## src/rtl/ecc_fi_pkg.sv

```systemverilog
package ecc_fi_pkg;

  localparam int MASK_W   = 32;
  localparam int LANE_W   = 64;
  localparam int LANE_CHK = 8;

  // SECDED check byte for one 64-bit lane: low 7 bits are the XOR of the
  // codeword positions of all set data bits, bit 7 is overall even parity.
  function automatic logic [7:0] secded64(input logic [63:0] d);
    logic [6:0] syn;
    int         j;
    syn = '0;
    j   = 0;
    for (int p = 1; p < 72; p++) begin
      if ((p & (p - 1)) != 0) begin
        if (d[j]) syn = syn ^ 7'(p);
        j++;
      end
    end
    return {(^d) ^ (^syn), syn};
  endfunction

endpackage

```

## src/rtl/fi_mask_bank.sv

```systemverilog
module fi_mask_bank
  import ecc_fi_pkg::*;
#(
  parameter int NUM_MASK = 2,
  parameter int ADDR_W   = 2,
  parameter bit PRESENT  = 1'b1
) (
  input  logic                       clk,
  input  logic                       rst_n,
  input  logic                       cfg_wr_en,
  input  logic [ADDR_W-1:0]          cfg_wr_addr,
  input  logic [MASK_W-1:0]          cfg_wr_data,
  input  logic                       beat_acc,
  output logic [NUM_MASK*MASK_W-1:0] mask_flat
);

  generate
    if (PRESENT) begin : g_bank
      logic [NUM_MASK-1:0][MASK_W-1:0] mask_q;
      logic [NUM_MASK-1:0][MASK_W-1:0] mask_d;
      logic                            mask_en;

      assign mask_en = beat_acc | cfg_wr_en;

      always_comb begin
        mask_d = mask_q;
        if (beat_acc) mask_d = '0;
        for (int k = 0; k < NUM_MASK; k++) begin
          if (cfg_wr_en && (cfg_wr_addr == ADDR_W'(k))) mask_d[k] = cfg_wr_data;
        end
      end

      always_ff @(posedge clk or negedge rst_n) begin
        if (!rst_n)       mask_q <= '0;
        else if (mask_en) mask_q <= mask_d;
      end

      assign mask_flat = mask_q;
    end else begin : g_none
      assign mask_flat = '0;
    end
  endgenerate

endmodule

```

## src/rtl/secded_lane_enc.sv

```systemverilog
module secded_lane_enc
  import ecc_fi_pkg::*;
#(
  parameter bit ENABLE = 1'b1
) (
  input  logic [LANE_W-1:0]   lane_data,
  output logic [LANE_CHK-1:0] lane_chk
);

  generate
    if (ENABLE) begin : g_enc
      assign lane_chk = secded64(lane_data);
    end else begin : g_off
      assign lane_chk = '0;
    end
  endgenerate

endmodule

```

## src/rtl/fi_out_stage.sv

```systemverilog
module fi_out_stage #(
  parameter int W = 72
) (
  input  logic         clk,
  input  logic         rst_n,
  input  logic         load,
  input  logic [W-1:0] d_in,
  output logic         valid_q,
  output logic [W-1:0] q
);

  always_ff @(posedge clk or negedge rst_n) begin
    if (!rst_n) valid_q <= 1'b0;
    else        valid_q <= load;
  end

  always_ff @(posedge clk or negedge rst_n) begin
    if (!rst_n)    q <= '0;
    else if (load) q <= d_in;
  end

endmodule

```

## src/rtl/ecc_fault_inject.sv

```systemverilog
module ecc_fault_inject
  import ecc_fi_pkg::*;
#(
  parameter int DATA_W     = 64,
  parameter int ADDR_W     = 2,
  parameter bit ECC_EN     = 1'b1,
  parameter bit FI_TEST_EN = 1'b1
) (
  input  logic                                clk,
  input  logic                                rst_n,
  input  logic                                cfg_wr_en,
  input  logic [ADDR_W-1:0]                   cfg_wr_addr,
  input  logic [MASK_W-1:0]                   cfg_wr_data,
  input  logic                                wr_valid,
  input  logic                                wr_ready,
  input  logic [DATA_W-1:0]                   wr_data,
  output logic                                out_valid,
  output logic [DATA_W+LANE_CHK*(DATA_W/LANE_W)-1:0] out_word
);

  localparam int NUM_MASK = DATA_W / MASK_W;
  localparam int LANES    = DATA_W / LANE_W;
  localparam int CHK_W    = LANE_CHK * LANES;
  localparam bit FI_EN    = ECC_EN && FI_TEST_EN;

  logic                 beat_acc;
  logic [DATA_W-1:0]    mask_flat;
  logic [CHK_W-1:0]     chk_bits;
  logic [DATA_W-1:0]    data_flipped;

  assign beat_acc = wr_valid & wr_ready;

  fi_mask_bank #(
    .NUM_MASK (NUM_MASK),
    .ADDR_W   (ADDR_W),
    .PRESENT  (FI_EN)
  ) u_masks (
    .clk         (clk),
    .rst_n       (rst_n),
    .cfg_wr_en   (cfg_wr_en),
    .cfg_wr_addr (cfg_wr_addr),
    .cfg_wr_data (cfg_wr_data),
    .beat_acc    (beat_acc),
    .mask_flat   (mask_flat)
  );

  generate
    for (genvar l = 0; l < LANES; l++) begin : g_lane
      secded_lane_enc #(
        .ENABLE (ECC_EN)
      ) u_enc (
        .lane_data (wr_data[l*LANE_W +: LANE_W]),
        .lane_chk  (chk_bits[l*LANE_CHK +: LANE_CHK])
      );
    end
  endgenerate

  // Faults land only on data bits, after the check bits were formed.
  assign data_flipped = wr_data ^ mask_flat;

  fi_out_stage #(
    .W (DATA_W + CHK_W)
  ) u_out (
    .clk     (clk),
    .rst_n   (rst_n),
    .load    (beat_acc),
    .d_in    ({chk_bits, data_flipped}),
    .valid_q (out_valid),
    .q       (out_word)
  );

endmodule

```

## config.mk

```make
export PLATFORM = sky130hd
export DESIGN_NAME = ecc_fault_inject
export DESIGN_NICKNAME = d
export VERILOG_FILES = /design/src/rtl/ecc_fi_pkg.sv /design/src/rtl/fi_mask_bank.sv /design/src/rtl/secded_lane_enc.sv /design/src/rtl/fi_out_stage.sv /design/src/rtl/ecc_fault_inject.sv
export SDC_FILE = /design/constraint.sdc
export NUM_CORES = 1
export LEC_CHECK = 0
export CORE_MARGIN = 1.5
export CORE_UTILIZATION = 53
export CTS_CLUSTER_DIAMETER = 40
export CTS_CLUSTER_SIZE = 16
export DETAILED_ROUTE_END_ITERATION = 10
export PLACE_DENSITY = 0.91
export SYNTH_ARGS = -nofsm -noshare
export SYNTH_HDL_FRONTEND = slang
export SYNTH_SLANG_ARGS = --single-unit
export TNS_END_PERCENT = 1
```

## constraint.sdc

```tcl
create_clock -name clk -period 1.5 [get_ports clk]
set_clock_uncertainty 0.15 [all_clocks]
set_input_delay 0.15 -clock clk [delete_from_list [all_inputs] [get_ports clk]]
set_output_delay 0.15 -clock clk [all_outputs]
set_load 0.005 [all_outputs]
```

## Word level (Yosys, flattened, before mapping)

Cells that the tools add are included.

- Equal/unequal tests: 1
- Mux-type cells: 67
- Bitwise operators: 67
- Reduce and logical (&&, ||, !) cells: 9

Operators with widths:

| operator | number |
|---|---|
| 2-to-1 mux 6 bit | 31 |
| 2-to-1 mux 5 bit | 15 |
| inverter 3 bit | 23 |
| 2-to-1 mux 32 bit | 2 |
| 2-to-1 mux 64 bit | 1 |
| inverter 4 bit | 16 |
| XOR reduction 64 bit | 1 |
| bitwise XOR 64 bit | 1 |
| 2-to-1 mux 7 bit | 7 |
| inverter 2 bit | 17 |
| inverter 5 bit | 6 |
| 2-to-1 mux 4 bit | 7 |
| 2-to-1 mux 3 bit | 3 |
| XOR reduction 7 bit | 1 |
| inverter 6 bit | 1 |
| AND reduction 2 bit | 2 |
| nonzero test 2 bit | 2 |
| equality test 2 x 1 -> 1 bit (second input constant) | 1 |
| logical AND 1 bit | 2 |
| zero test 2 bit | 1 |
| 2-to-1 mux 2 bit | 1 |
| AND 1 bit | 1 |
| OR 1 bit | 1 |
| bitwise XOR 1 bit | 1 |

- Register bits: 137
- Bits of input ports: 103
- Output and inout port bits: 73

## Logic depth before layout (Yosys ltp)

- Depth after elaboration: 129
- Gate-level depth with buffers: 8

## Cells and area by module

From an unflattened synthesis, not the netlist that was laid out.

- Cell total of the unflattened synthesis: 543
- Area, all modules: 7,833.8 sq um

By module, submodules not included:

| module | instances | cells an instance | area an instance (sq um) | seq. area each (sq um) |
|---|---|---|---|---|
| fi_out_stage | 1 | 153 | 3,051.7 | 1,826.8 |
| fi_mask_bank | 1 | 207 | 2,830.2 | 1,601.5 |
| secded_lane_enc | 1 | 118 | 1,385.1 | 0.0 |
| ecc_fault_inject | 1 | 65 | 566.8 | 0.0 |

## Worst setup path before layout

OpenSTA, ideal clock, no wires.

- Kind: input to register
- From: input wr_data[25]
- To: register u_out.q[71]
- Data arrival time: 2.364 ns
- Required time: 1.225 ns
- Setup slack: -1.139 ns
- Cell stages on the path: 8
- Buffers on the path: 1
- Path through: buf_4 > xnor3_2 > xor2_1 > xnor3_2 > xor3_1 > xnor2_1 > xor3_1 > mux2_2

- Longest elaborated chain between the ends: 61
- Elaborated cells between the ends (all ways): 80
- Classes of those cells: mux: 39; bitwise: 39; reduce/logical: 2

RTL lines:

| what | RTL line | text |
|---|---|---|
| from (decl) | ecc_fault_inject.sv:16 | `input logic [DATA_W-1:0] wr_data,` |
| 2-to-1 mux 5 bit | ecc_fi_pkg.sv:16 | `if (d[j]) syn = syn ^ 7'(p);` |
| inverter 2 bit (no source line) / 2-to-1 mux 6 bit (equally long branches) | - |  |
| 2-to-1 mux 6 bit / inverter 2 bit (equally long branches) | - |  |
| 2-to-1 mux 6 bit | ecc_fi_pkg.sv:16 |  |
| inverter 3 bit (no source line) / inverter 2 bit (equally long branches) | - |  |
| 2-to-1 mux 6 bit | ecc_fi_pkg.sv:16 |  |
| 2-to-1 mux 6 bit / inverter 3 bit (equally long branches) | - |  |
| inverter 3 bit (no source line) / 2-to-1 mux 6 bit (equally long branches) | - |  |
| [45 not listed] | - |  |
| 2-to-1 mux 7 bit / inverter 3 bit (equally long branches) | - |  |
| inverter 3 bit (no source line) / 2-to-1 mux 7 bit (equally long branches) | - |  |
| 2-to-1 mux 7 bit / inverter 3 bit (equally long branches) | - |  |
| 2-to-1 mux 7 bit | ecc_fi_pkg.sv:16 |  |
| inverter 4 bit (no source line) | - |  |
| 2-to-1 mux 7 bit | ecc_fi_pkg.sv:16 |  |
| XOR reduction 7 bit | ecc_fi_pkg.sv:20 | `return {(^d) ^ (^syn), syn};` |
| bitwise XOR 1 bit * | ecc_fi_pkg.sv:20 |  |
| to (signal assigned) | fi_out_stage.sv:19 | `else if (load) q <= d_in;` |
| to (decl) | fi_out_stage.sv:9 | `output logic [W-1:0] q` |

Every way passes the cells marked *; elsewhere a longest branch is shown, timed or not.
A chain may end at the register's enable or synchronous reset.

## Worst setup path after layout

- From: input wr_data[12]
- To: register u_out.q[71]

- Longest elaborated chain between the ends: 83
- Elaborated cells between the ends (all ways): 96
- Classes of those cells: mux: 52; bitwise: 42; reduce/logical: 2

RTL lines:

| what | RTL line |
|---|---|
| 2-to-1 mux 5 bit | ecc_fi_pkg.sv:16 |
| inverter 3 bit (no source line) | - |
| 2-to-1 mux 5 bit | ecc_fi_pkg.sv:16 |
| inverter 2 bit (no source line) | - |
| 2-to-1 mux 5 bit | ecc_fi_pkg.sv:16 |
| inverter 3 bit (no source line) | - |
| 2-to-1 mux 5 bit | ecc_fi_pkg.sv:16 |
| inverter 3 bit (no source line) | - |
| [61 not listed] | - |
| 2-to-1 mux 6 bit | ecc_fi_pkg.sv:16 |
| inverter 5 bit (no source line) | - |
| 2-to-1 mux 6 bit | ecc_fi_pkg.sv:16 |
| inverter 6 bit (no source line) | - |
| 2-to-1 mux 6 bit | ecc_fi_pkg.sv:16 |
| 2-to-1 mux 7 bit (7 in series) | ecc_fi_pkg.sv:16 |
| XOR reduction 7 bit | ecc_fi_pkg.sv:20 |
| bitwise XOR 1 bit * | ecc_fi_pkg.sv:20 |

Marked as above.

==> impl_metrics.json <==
{
  "clk-insertion-delay-late_ns": 0.44,
  "drc_errors": 0,
  "cts_buffer_depth": 2,
  "setup_slack_ns": -1.337,
  "fin_setup_tns_ns": -5.706,
  "violations": "negative setup slack",
  "power_frac_seq_pct": 30.0,
  "period_needed_ns": 2.837,
  "place_area_um2": 9497,
  "wl_per_cell_um": 28.34,
  "endpoint_kind": "flip-flop",
  "hold_viol": 0,
  "holdWs_ns": 0.03421,
  "worstSetupPathType": "in -> reg",
  "p_total_mw": 15.58,
  "cts_htree_levels": 4,
  "dp_cells": 1102,
  "path_clk_slew_ns": 0.06,
  "setup_violations": 12,
  "grt_pass1_wl_mm": 43.27,
  "fin_util_pct": 84.90,
  "fp.dieH_um": 116.5,
  "synth.distinct_cells": 18,
  "grt_usage_pct": 45.31,
  "synth_area_um2": 6832,
  "cts_buffers": 17,
  "pre_cts_ws_ns": -1.532,
  "p_int_mw": 10.57,
  "slew_violations": 0,
  "dpl.hpwl_mm": 15.74,
  "pwr_density_cell_nw_per_um2": 1454,
  "ios": 176,
  "use_met1_pct": 52.78,
  "n_fill_cell": 589,
  "cts_root_buffer": "clkbuf_16",
  "grt_pass1_vias": 7158,
  "worst_pin_slew_ns": 0.7859,
  "antenna_found_initial": 4,
  "final_cells": 1156,
  "worst-path-max-fanout": 2,
  "rows": 41,
  "vias": 7432,
  "p_sw_mw": 5.007,
  "met2_usage_pct": 68.31,
  "firstDrtPassIters": 7,
  "swShare_pct": 32.14,
  "critPathLaunchType": "input pin",
  "grt-busiest-layer": "met2",
  "clkPwrFrac_pct": 31.1,
  "ys_warn_count": 0,
  "p_leak_nw": 5.179,
  "ys_seq_area_share_pct": 50.18,
  "multi_input_area_um2": 3776,
  "relSlewSlack_pct": 47.23,
  "grt_setup_unrepaired": "yes",
  "drive_above_1_share_pct": 21.45,
  "overflow": 0,
  "r2r_slack_ns": 0.12,
  "max_freq_mhz": 352.5,
  "grtUsageMet3_pct": 16.40,
  "drt-total-wl_mm": 32.77,
  "synth_nets": 800,
  "die_area_um2": 13580,
  "drtIter0Drc": 1098,
  "dieWidth_um": 116.5,
  "via_per_inst": 6.429,
  "port-buffer-count": 175,
  "critical_path_arrival_ns": 3.00,
  "grt_start_max_net_pins": 75,
  "comb_power_share_pct": 38.9,
  "final_area_um2": 10710,
  "cts_tree": "done",
  "place_congestion": 0.9066,
  "final_nets": 1069,
  "cts_num_sinks": 137,
  "final_antenna_net_count": 0,
  "synth_seq_cells": 137,
  "start_util_pct": 54.13,
  "synthToLayoutAreaGrowth_pct": 56.83,
  "cp.required_ns": 1.66,
  "seq_area_um2": 3428,
  "drv_cap": 0,
  "fin_crit_sh_pct": 189.1,
  "syn_avg_cell_area_um2": 9.801,
  "core_um2": 12620,
  "peakVddDrop_uv": 873.3,
  "holdCritPathClass": "in -> reg",
  "outcome": "complete, but fails checks",
  "syn_inst": 697
}
[final timing paths]
| kind | start | end | cells after the start |
|---|---|---|---|
| max in group asynchronous | rst_n | u_out.q[15]$_DFFE_PN0P_ | 3 |
| min in group asynchronous | rst_n | u_masks.mask_flat[53]$_DFFE_PN0P_ | 2 |
| min | wr_data[25] | u_out.q[25]$_DFFE_PN0P_ | 4 |
| min reg2reg | u_out.q[70]$_DFFE_PN0P_ | u_out.q[70]$_DFFE_PN0P_ | 2 |
| max reg2reg | u_masks.mask_flat[12]$_DFFE_PN0P_ | u_out.q[12]$_DFFE_PN0P_ | 2 |
| max | wr_data[12] | u_out.q[71]$_DFFE_PN0P_ | 8 |
[flip-flops by register name, summed over array words and instances (netlist names)]
register and count:
u_masks.mask_flat 64, u_out.q 72, u_out.valid_q 1
[repair_timing]
| action | 4_1_cts | 5_1_grt |
|---|---|---|
| hold buffers | 2 | 0 |
| buffers inserted | 12 | 3 |
| pin swaps | 39 | 22 |
| gates resized for setup | 180 | 39 |
| endpoints found under the hold margin | 138 | 0 |
| endpoints found under the setup margin | 80 | 9 |
[layout make-up]
type / instances / area share, %
antenna: 5 / 0.1168
clock buffer: 21 / 4.298
clock inverter: 11 / 1.810
inverter: 1 / 0.03503
multi-input combinational: 522 / 35.24
sequential: 137 / 32.00
tap: 172 / 2.009
timing repair buffer: 287 / 24.49
[logic make-up after synthesis]
logic type / after synthesis / share of synthesized area, %
DFF: 137 / 50.18
buffers and inverters: 38 / 2.161
AOI/OAI and AO/OA: 102 / 7.473
xor gates and xnor gates: 182 / 26.23
and+or+nand+nor: 237 / 13.79
muxes: 1 / 0.1648
[power groups by stage]
stage | combinational [mW] | sequential (mW) | clock (mW)
floorplan | 2.45 | 4.63 | 0
global placement | 4.59 | 4.64 | 0
detailed placement | 4.72 | 4.66 | 0
CTS | 5.41 | 4.62 | 4.71
global route | 6.26 | 4.70 | 4.96
finish | 6.06 | 4.67 | 4.85
[metal layers]
| metal | part of all wire [%] | routed length, µm |
|---|---|---|
| met3 | 14 | 4716 |
| met5 | 0.18 | 59 |
| met4 | 12 | 3888 |
| met2 | 42 | 13710 |
| met1 | 32 | 10390 |
[synth_stat cells]
master / instances / area, µm²
xnor3_2: 2 / 47.55
mux2_2: 1 / 11.26
xnor2_1: 148 / 1296
xor2_1: 20 / 175.2
buf_1: 1 / 3.750
buf_4: 1 / 7.510
nand3_1: 32 / 160.2
xnor3_1: 10 / 225.2
inv_1: 1 / 3.750
xor3_1: 2 / 47.55
clkbuf_2: 1 / 5.000
and3b_1: 1 / 8.760
dfrtp_1: 137 / 3428
nand2_1: 202 / 758.2
o21ai_0: 102 / 510.5
nor3b_1: 1 / 7.510
nand3b_1: 1 / 7.510
clkbuf_1: 34 / 127.6
[critical path, cell delays in order]
cell           delay (ns)
dlygate4sd2_1        0.33
xnor2_2              0.19
xnor2_2              0.19
xnor2_1              0.67
xnor3_1              0.61
xnor3_1              0.37
xor3_1               0.20
mux2_4               0.27
[cells in the final DEF, fill, tap and decap left out, types with 2 or more instances in the layout]
master,Yosys,routed
dfrtp_1,137,137
nand3_1,32,32
xor2_4,0,3
bufinv_16,0,5
buf_12,0,9
xnor3_2,2,6
clkdlybuf4s15_1,0,6
buf_4,1,98
buf_6,0,6
dlygate4sd3_1,0,2
dlygate4sd2_1,0,98
xor2_1,20,8
xnor2_1,148,106
xnor3_1,10,6
clkbuf_8,0,2
clkbuf_16,0,17
clkdlybuf4s50_1,0,53
xor2_2,0,9
dlymetal6s2s_1,0,12
clkinvlp_4,0,4
xnor2_4,0,5
diode_2,0,5
clkbuf_1,34,2
xnor2_2,0,37
xor3_1,2,2
nand2_1,202,201
o21ai_0,102,100
Power figures use the tool's default switching activity.
